**config.mk**
```make
export PLATFORM = sky130hd
export DESIGN_NAME = uv_repeat_guard
export DESIGN_NICKNAME = d
export VERILOG_FILES = /design/src/rtl/uvg_pkg.sv /design/src/rtl/uvg_edge_sync.sv /design/src/rtl/uvg_sticky.sv /design/src/rtl/uvg_uv_counter.sv /design/src/rtl/uv_repeat_guard.sv
export SDC_FILE = /design/constraint.sdc
export NUM_CORES = 1
export LEC_CHECK = 0
export BUFFER_PORTS_ARGS = -buffer_cell sky130_fd_sc_hd__buf_2
export CAP_MARGIN = 20
export CORE_AREA = 3 3 40 42
export CTS_CLUSTER_DIAMETER = 60
export DETAILED_ROUTE_END_ITERATION = 12
export DIE_AREA = 0 0 43 45
export PLACE_DENSITY_LB_ADDON = 0.08
export RECOVER_POWER = 25
export SYNTH_ARGS = -nofsm -noshare
export SYNTH_HDL_FRONTEND = slang
export SYNTH_HIERARCHICAL = 1
export SYNTH_SLANG_ARGS = --single-unit
```
**constraint.sdc**
```tcl
create_clock -name clk -period 1.7 [get_ports clk]
set_clock_uncertainty 0.15 [all_clocks]
set_input_delay 0.34 -clock clk [delete_from_list [all_inputs] [get_ports clk]]
set_output_delay 0.34 -clock clk [all_outputs]
set_load 0.01 [all_outputs]
```
**src/rtl/uvg_pkg.sv**
```systemverilog
package uvg_pkg;
  localparam int unsigned MODE_W = 3;

  typedef enum logic [MODE_W-1:0] {
    MODE_INIT     = 3'd0,
    MODE_NORMAL   = 3'd1,
    MODE_STOP     = 3'd2,
    MODE_RESTART  = 3'd3,
    MODE_FAILSAFE = 3'd4
  } op_mode_e;
endpackage

```
**src/rtl/uvg_edge_sync.sv**
```systemverilog
// Synchronizes an asynchronous flag and emits one pulse per rising edge.
module uvg_edge_sync #(
  parameter int unsigned STAGES = 2
) (
  input  logic clk,
  input  logic rst_n,
  input  logic async_i,
  output logic rise_o
);
  logic [STAGES-1:0] sync_q;
  logic              last_q;

  always_ff @(posedge clk or negedge rst_n) begin
    if (!rst_n) begin
      sync_q <= '0;
      last_q <= 1'b0;
    end else begin
      sync_q <= {sync_q[STAGES-2:0], async_i};
      last_q <= sync_q[STAGES-1];
    end
  end

  assign rise_o = sync_q[STAGES-1] & ~last_q;

  // an edge produces a single pulse, never two in a row
  p_rise_single_r2: assert property (@(posedge clk) disable iff (!rst_n)
    rise_o |=> !rise_o);
endmodule

```
**src/rtl/uvg_sticky.sv**
```systemverilog
// Sticky flag: set has priority over clear.
module uvg_sticky (
  input  logic clk,
  input  logic rst_n,
  input  logic set_i,
  input  logic clr_i,
  output logic flag_o
);
  logic flag_q;

  always_ff @(posedge clk or negedge rst_n) begin
    if (!rst_n)      flag_q <= 1'b0;
    else if (set_i)  flag_q <= 1'b1;
    else if (clr_i)  flag_q <= 1'b0;
  end

  assign flag_o = flag_q;

  // set always lands, even against a clear
  p_set_lands_r1: assert property (@(posedge clk) disable iff (!rst_n)
    set_i |=> flag_o);
  // without a clear the flag holds
  p_flag_holds_r6: assert property (@(posedge clk) disable iff (!rst_n)
    (flag_o && !clr_i) |=> flag_o);
  // the flag never rises without a set
  p_no_spurious_r1: assert property (@(posedge clk) disable iff (!rst_n)
    (!flag_o && !set_i) |=> !flag_o);
endmodule

```
**src/rtl/uvg_uv_counter.sv**
```systemverilog
// Consecutive-event counter with mode gating, freeze and clear priority.
module uvg_uv_counter
  import uvg_pkg::*;
#(
  parameter int unsigned LIMIT = 4
) (
  input  logic     clk,
  input  logic     rst_n,
  input  logic     evt_i,
  input  op_mode_e mode_i,
  input  logic     batt_uv_i,
  input  logic     clr_sw_i,
  input  logic     soft_rst_i,
  output logic     trip_o
);
  localparam int CW = $clog2(LIMIT + 1);
  localparam logic [CW-1:0] CNT_MAX = CW'(LIMIT);
  localparam logic [CW-1:0] CNT_PRE = CW'(LIMIT - 1);

  logic [CW-1:0] cnt_q, cnt_d;
  logic          trip_q, trip_d;
  logic          count_en, frozen, clr_any, bump;

  always_comb begin
    count_en = (mode_i == MODE_INIT) || (mode_i == MODE_NORMAL) ||
               (mode_i == MODE_STOP);
    frozen   = (mode_i == MODE_NORMAL) && batt_uv_i;
    clr_any  = clr_sw_i || soft_rst_i || (mode_i == MODE_FAILSAFE);
    bump     = evt_i && count_en && !frozen;
  end

  always_comb begin
    cnt_d  = cnt_q;
    trip_d = 1'b0;
    if (clr_any) begin
      cnt_d = '0;
    end else if (bump && (cnt_q != CNT_MAX)) begin
      cnt_d  = cnt_q + 1'b1;
      trip_d = (cnt_q == CNT_PRE);
    end
  end

  always_ff @(posedge clk or negedge rst_n) begin
    if (!rst_n) begin
      cnt_q  <= '0;
      trip_q <= 1'b0;
    end else begin
      cnt_q  <= cnt_d;
      trip_q <= trip_d;
    end
  end

  assign trip_o = trip_q;

  p_cnt_bound_r5: assert property (@(posedge clk) disable iff (!rst_n)
    cnt_q <= CNT_MAX);
  p_trip_pulse_r5: assert property (@(posedge clk) disable iff (!rst_n)
    trip_q |=> !trip_q);
  p_trip_at_limit_r5: assert property (@(posedge clk) disable iff (!rst_n)
    trip_q |-> (cnt_q == CNT_MAX));
  p_clear_wins_r10: assert property (@(posedge clk) disable iff (!rst_n)
    clr_any |=> (cnt_q == '0) && !trip_q);
  p_frozen_hold_r4: assert property (@(posedge clk) disable iff (!rst_n)
    (frozen && !clr_any) |=> $stable(cnt_q));
  p_restart_idle_r3: assert property (@(posedge clk) disable iff (!rst_n)
    ((mode_i == MODE_RESTART) && !clr_any) |=> $stable(cnt_q));
  p_failsafe_clr_r7: assert property (@(posedge clk) disable iff (!rst_n)
    (mode_i == MODE_FAILSAFE) |=> (cnt_q == '0));
endmodule

```
**src/rtl/uv_repeat_guard.sv**
```systemverilog
module uv_repeat_guard
  import uvg_pkg::*;
#(
  parameter int unsigned SYNC_STAGES = 2,
  parameter int unsigned FS_LIMIT    = 4
) (
  input  logic                clk,
  input  logic                rst_n,
  input  logic [MODE_W-1:0]   mode_i,
  input  logic                batt_uv_i,
  input  logic                uv_evt_i,
  input  logic                uv_clr_i,
  input  logic                soft_rst_i,
  input  logic                cause_clr_i,
  output logic                uv_sts_o,
  output logic                fs_cause_o,
  output logic                fs_req_o
);
  op_mode_e mode;
  logic     uv_rise;
  logic     trip;

  assign mode = op_mode_e'(mode_i);

  uvg_edge_sync #(.STAGES(SYNC_STAGES)) u_sync (
    .clk     (clk),
    .rst_n   (rst_n),
    .async_i (uv_evt_i),
    .rise_o  (uv_rise)
  );

  uvg_uv_counter #(.LIMIT(FS_LIMIT)) u_cnt (
    .clk        (clk),
    .rst_n      (rst_n),
    .evt_i      (uv_rise),
    .mode_i     (mode),
    .batt_uv_i  (batt_uv_i),
    .clr_sw_i   (uv_clr_i),
    .soft_rst_i (soft_rst_i),
    .trip_o     (trip)
  );

  uvg_sticky u_uv_sts (
    .clk    (clk),
    .rst_n  (rst_n),
    .set_i  (uv_rise),
    .clr_i  (uv_clr_i),
    .flag_o (uv_sts_o)
  );

  uvg_sticky u_fs_cause (
    .clk    (clk),
    .rst_n  (rst_n),
    .set_i  (trip),
    .clr_i  (cause_clr_i),
    .flag_o (fs_cause_o)
  );

  assign fs_req_o = trip;

  // outputs quiet during reset
  always_comb begin
    if (!rst_n) begin
      p_reset_quiet_r11: assert (!fs_req_o && !uv_sts_o && !fs_cause_o);
    end
  end
endmodule

```
== Word level (Yosys, flattened, before mapping) ==
Cells that the tools add are included.

* Add/subtract/negate cells: 1
* Equal/unequal tests: 5
* Mux-type cells: 8
* Bitwise gates (word level): 2
* Reductions and logical operators: 13

{| class="wikitable"
|+ Operator list
! operator !! number
|-
| 3-bit by 2-bit equality test with 1-bit output (second input constant) || 2
|-
| 1-bit 2-to-1 mux || 6
|-
| 3-bit 2-to-1 mux || 2
|-
| 2-bit nonzero test || 3
|-
| 1-bit logical AND || 4
|-
| 1-bit logical OR || 4
|-
| 3-bit by 1-bit adder with 3-bit output (second input constant) || 1
|-
| 3-bit by 1-bit equality test with 1-bit output (second input constant) || 1
|-
| 3-bit equality test (second input constant) || 1
|-
| 3-bit zero test || 1
|-
| 3-bit inequality test (second input constant) || 1
|-
| 1-bit AND || 1
|-
| 1-bit zero test || 1
|-
| 1-bit NOT || 1
|}

* Register bits: 9
* Input port bits: 10
* Output and inout bits: 3
* Word-level logic and storage cells: 35

== Depth between registers and ports, before layout ==
* Word-level depth: 8
* Mapped depth: 5

== By module ==
Netlist, hierarchy kept.

{| class="wikitable"
|+ By module, submodules not included
! module !! times used !! cells each !! area each (um^2)
|-
| uvg_uv_counter || 1 || 29 || 261.5
|-
| uvg_edge_sync || 1 || 4 || 88.8
|-
| uvg_sticky || 2 || 3 || 36.3
|}

== Least setup slack after synthesis ==
OpenSTA, ideal clock, no wires.

* Kind: register to register
* Start point: reg u_cnt.cnt_q[0]
* End point: reg u_cnt.cnt_q[1]
* Arrival time: 1.050 ns
* Required time: 1.423 ns
* Path slack: 0.373 ns
* Stages on the path, launching flop included: 6
* Path buffers: 0
* Clock period less this slack: 1.327 ns
* Path through: dfrtp_1 -> inv_1 -> ha_1 -> and2_1 -> o31ai_1 -> a21oi_1

* Cells in the longest elaborated chain, start to end: 3

{| class="wikitable"
|+ RTL lines
! element !! RTL line !! source
|-
| start, declared || uvg_uv_counter.sv:20 || <nowiki>logic [CW-1:0] cnt_q, cnt_d;</nowiki>
|-
| start signal, assigned || uvg_uv_counter.sv:48 || <nowiki>cnt_q <= cnt_d;</nowiki>
|-
| 3-bit by 1-bit adder with 3-bit output / 3-bit inequality test (equally long branches) || uvg_uv_counter.sv:38, uvg_uv_counter.sv:37 ||
|-
| 3-bit 2-to-1 mux / 1-bit logical AND (equally long branches) || uvg_uv_counter.sv:37 || <nowiki>end else if (bump && (cnt_q != CNT_MAX)) begin</nowiki>
|-
| 3-bit 2-to-1 mux / 2-bit nonzero test (equally long branches) || n/a ||
|}

Parallel ways exist; a longest one is shown, timed or not. The select of a mux whose other input is x is not followed.
A chain may end at the register's enable or synchronous reset.

== Worst setup path in the final report ==
Same ends and word-level chain as after synthesis.

==> results.md <==
* Area leader, netlist: dfrtp_1
* Crit path cell chain: inv_1 -> ha_1 -> and2_1 -> o31ai_1 -> a21oi_1
* Post-DP HPWL at 740 um
* Vias in the first global route at 368
* Initial DRC Count at 11
* Initial Utilization at 32.9%
* Number of buffers added on ports at 12
* MaxCap Viol Count at 0
* Worst Setup Start Kind: flip-flop
* Crit Path Max Fanout at 3
* Arr. time, crit path at 1.52 ns
* IO Pins at 13
* Pwr/cell area at 810 nW/um^2
* Simple-Gate Fraction of Synth Area at 16.0%
* Routed WL at 978 um
* Adder-Cell Fraction of Synth Area at 8.88%
* Worst min-delay path category: in2reg
* End-of-flow core utilization at 41.8%
* Worst Setup End Kind: flip-flop
* Clk sinks at 9
* Max-slew violation count at 0
* Final RePlAce weighted congestion at 0.849
* Core area at 1280 um^2
* Vias at 360
* Syn-to-layout area delta at 26.9%
* Post-route minimum period at 1.53 ns
* LEAKAGE at 0.271 nW
* Final non-filler cell total at 71
* Setup repair after global routing missed its margin: no
* H-tree Lvls at 1
* Worst-Skew Late Latency at 0.26 ns
* Worst slew pin tran at 0.480 ns
* Max incr delay on CP at 0.38 ns
* Gr ovfl total at 0
* Sequential-to-total area share from yosys stat at 53.3%
* Mapped Cells at 39
* Clk pin slew, worst setup/hold paths at 0.06 ns
* Die Area at 1940 um^2
* DIE WIDTH at 43 um
* Setup Buffers After CTS at 0
* First-pass GRT wire length at 1720 um
* Final setup TNS at 0 ns
* Mapped Nets at 52
* Die H at 45 um
* Synth Area in Compound Gates at 17.5%
* Setup WS post-layout at 0.175 ns
* Share of the synthesized area in the top cell type at 53.3%
* Crit path kind: reg2reg
* Outcome: complete, no violations
* VDD IR max at 0.000421 V
* F_max at 0.656 GHz
* Synth async-reset ratio at 100%
* Cts bufs inserted at 3
* Reg2reg path depth at 5
* Hold Startpoint: uv_evt_i
* Max transition margin at 68.0%
* Post-route ant nets at 0
* Synth top cells by count: dfrtp_1, inv_1, a21oi_1, ha_1, nand4_1
* Max Buffers Root-to-Sink at 2
* Crit-path slowest cell: dfrtp_1
* Final setup violation count at 0
* Ys flop type: dfrtp_1
* Final period util at 89.7%
* Critical Path Source: u_cnt/cnt_q[0]
* Top post-synthesis cells by area: dfrtp_1, ha_1, inv_1
* Post-CTS Resized at 0
* R2r setup slk at 0.17 ns
* Worst Hold Depth at 1
* Xor/xnor share of the synthesized area at 0%
* Largest family of logic cells by synthesized area: compound AO/OA/AOI/OAI gates
* CP required at 1.69 ns
* Cell with the most instances after synthesis: dfrtp_1
* Count of final hold-check violations at 0
* Via/cell ratio at 5.07
* GRT Resource Usage Total at 13.1%
* WL/cell at 13.8 um
* FP Rows at 13
* #FFs+latches synth at 9
* Share of post-route cells with drive strength above 1 at 26.8%
* Largest net degree at the start of global routing at 10
* Number of synthesized flops with an enable pin at 0
* Root Driver: clkbuf_4
* DR DRC count at 0
* Drt first pass iters at 4
* Synth Warn # at 6
* Initial antenna violation count at 0
* Mux cell area share after synthesis at 0%
* Nets at 70
* N_diodes at 0
* Synth unique cells at 18
* TritonCTS clock tree: yes
* R2r startpoint: u_cnt/cnt_q[0]
* DP Cell Count at 66
* Setup slack at placement at 0.258 ns
* Syn_area_per_cell at 10.8 um^2
* Synth Cell Area at 423 um^2
[flip-flops by register name (all words and copies together), names as in the netlist]
signal and cells:
u_cnt/cnt_q 3, u_cnt/trip_o 1, u_fs_cause/flag_o 1, u_sync/last_q 1
u_sync/sync_q 2, u_uv_sts/flag_o 1
[worst paths after layout]
path / end
setup / recovery: u_cnt/cnt_q[1]
hold / removal: u_sync/sync_q[0]
setup reg to reg: u_cnt/cnt_q[1]
hold reg to reg: u_sync/sync_q[1]
max in group asynchronous: u_sync/sync_q[0]
min in group asynchronous: u_sync/sync_q[1]
[cell families after synthesis]
kind of cell | after synthesis
AO/OA/AOI/OAI | 11
buffers and inverters | 5
flip-flops | 9
adder cells (fa/ha/maj) | 3
AND/OR/NAND/NOR | 11
[worst max-delay path, delay by kind of cell (launching register included)]
family / cells / cell delay [ns]
adder cells (fa/ha/maj): 1 / 0.21
AO/OA/AOI/OAI: 2 / 0.39
AND/OR/NAND/NOR: 1 / 0.19
flip-flops: 1 / 0.38
buffers and inverters: 1 / 0.07
[cell type report]
| type | instances | area [um^2] |
|---|---|---|
| sequential | 9 | 225 |
| multi-input combinational | 25 | 179 |
| fill | 135 | 748 |
| timing repair buffer | 13 | 68.8 |
| clock buffer | 4 | 26.3 |
| inverter | 5 | 18.8 |
| tap | 15 | 18.8 |
[through the flow]
stage	cell area, um^2	hold slack [ns]	power (mW)
floorplan	423	-0.106	0.245
global placement	502	0.0463	0.266
detailed placement	502	0.0550	0.269
CTS	538	0.0353	0.446
global route	537	0.0282	0.466
finish	537	0.0405	0.435
[what timing repair did]
action	CTS	global route
endpoints found under the hold margin	9	0
endpoints found under the setup margin	0	0
hold buffers	1	0
[where the power goes]
part / internal (mW) / switching (mW) / total (mW)
combinational: 0.0189 / 0.0220 / 0.0410
clock: 0.0907 / 0.0784 / 0.169
sequential: 0.221 / 0.00386 / 0.224
[metal layers]
metal  wire length, um  global-route usage (%)
met3                72                    5.98
met5                 0                       0
met2               465                    18.9
met4                24                    10.8
met1               416                    15.0
[placed cells by master, fill, tap and decap left out]
cell / count
clkbuf_1: 2
nor3_1: 1
clkbuf_4: 3
o31ai_1: 2
ha_1: 3
dfrtp_1: 9
nor2b_4: 1
nand4_1: 3
a21o_1: 2
a21oi_1: 3
o21a_1: 1
and2_1: 1
nand2_1: 1
nor2b_1: 1
nor2_1: 2
o21ai_0: 1
dlygate4sd3_1: 1
inv_1: 5
a211o_1: 1
buf_2: 11
a211oi_1: 1
nand2b_1: 1
(Power assumes the default switching activity.)
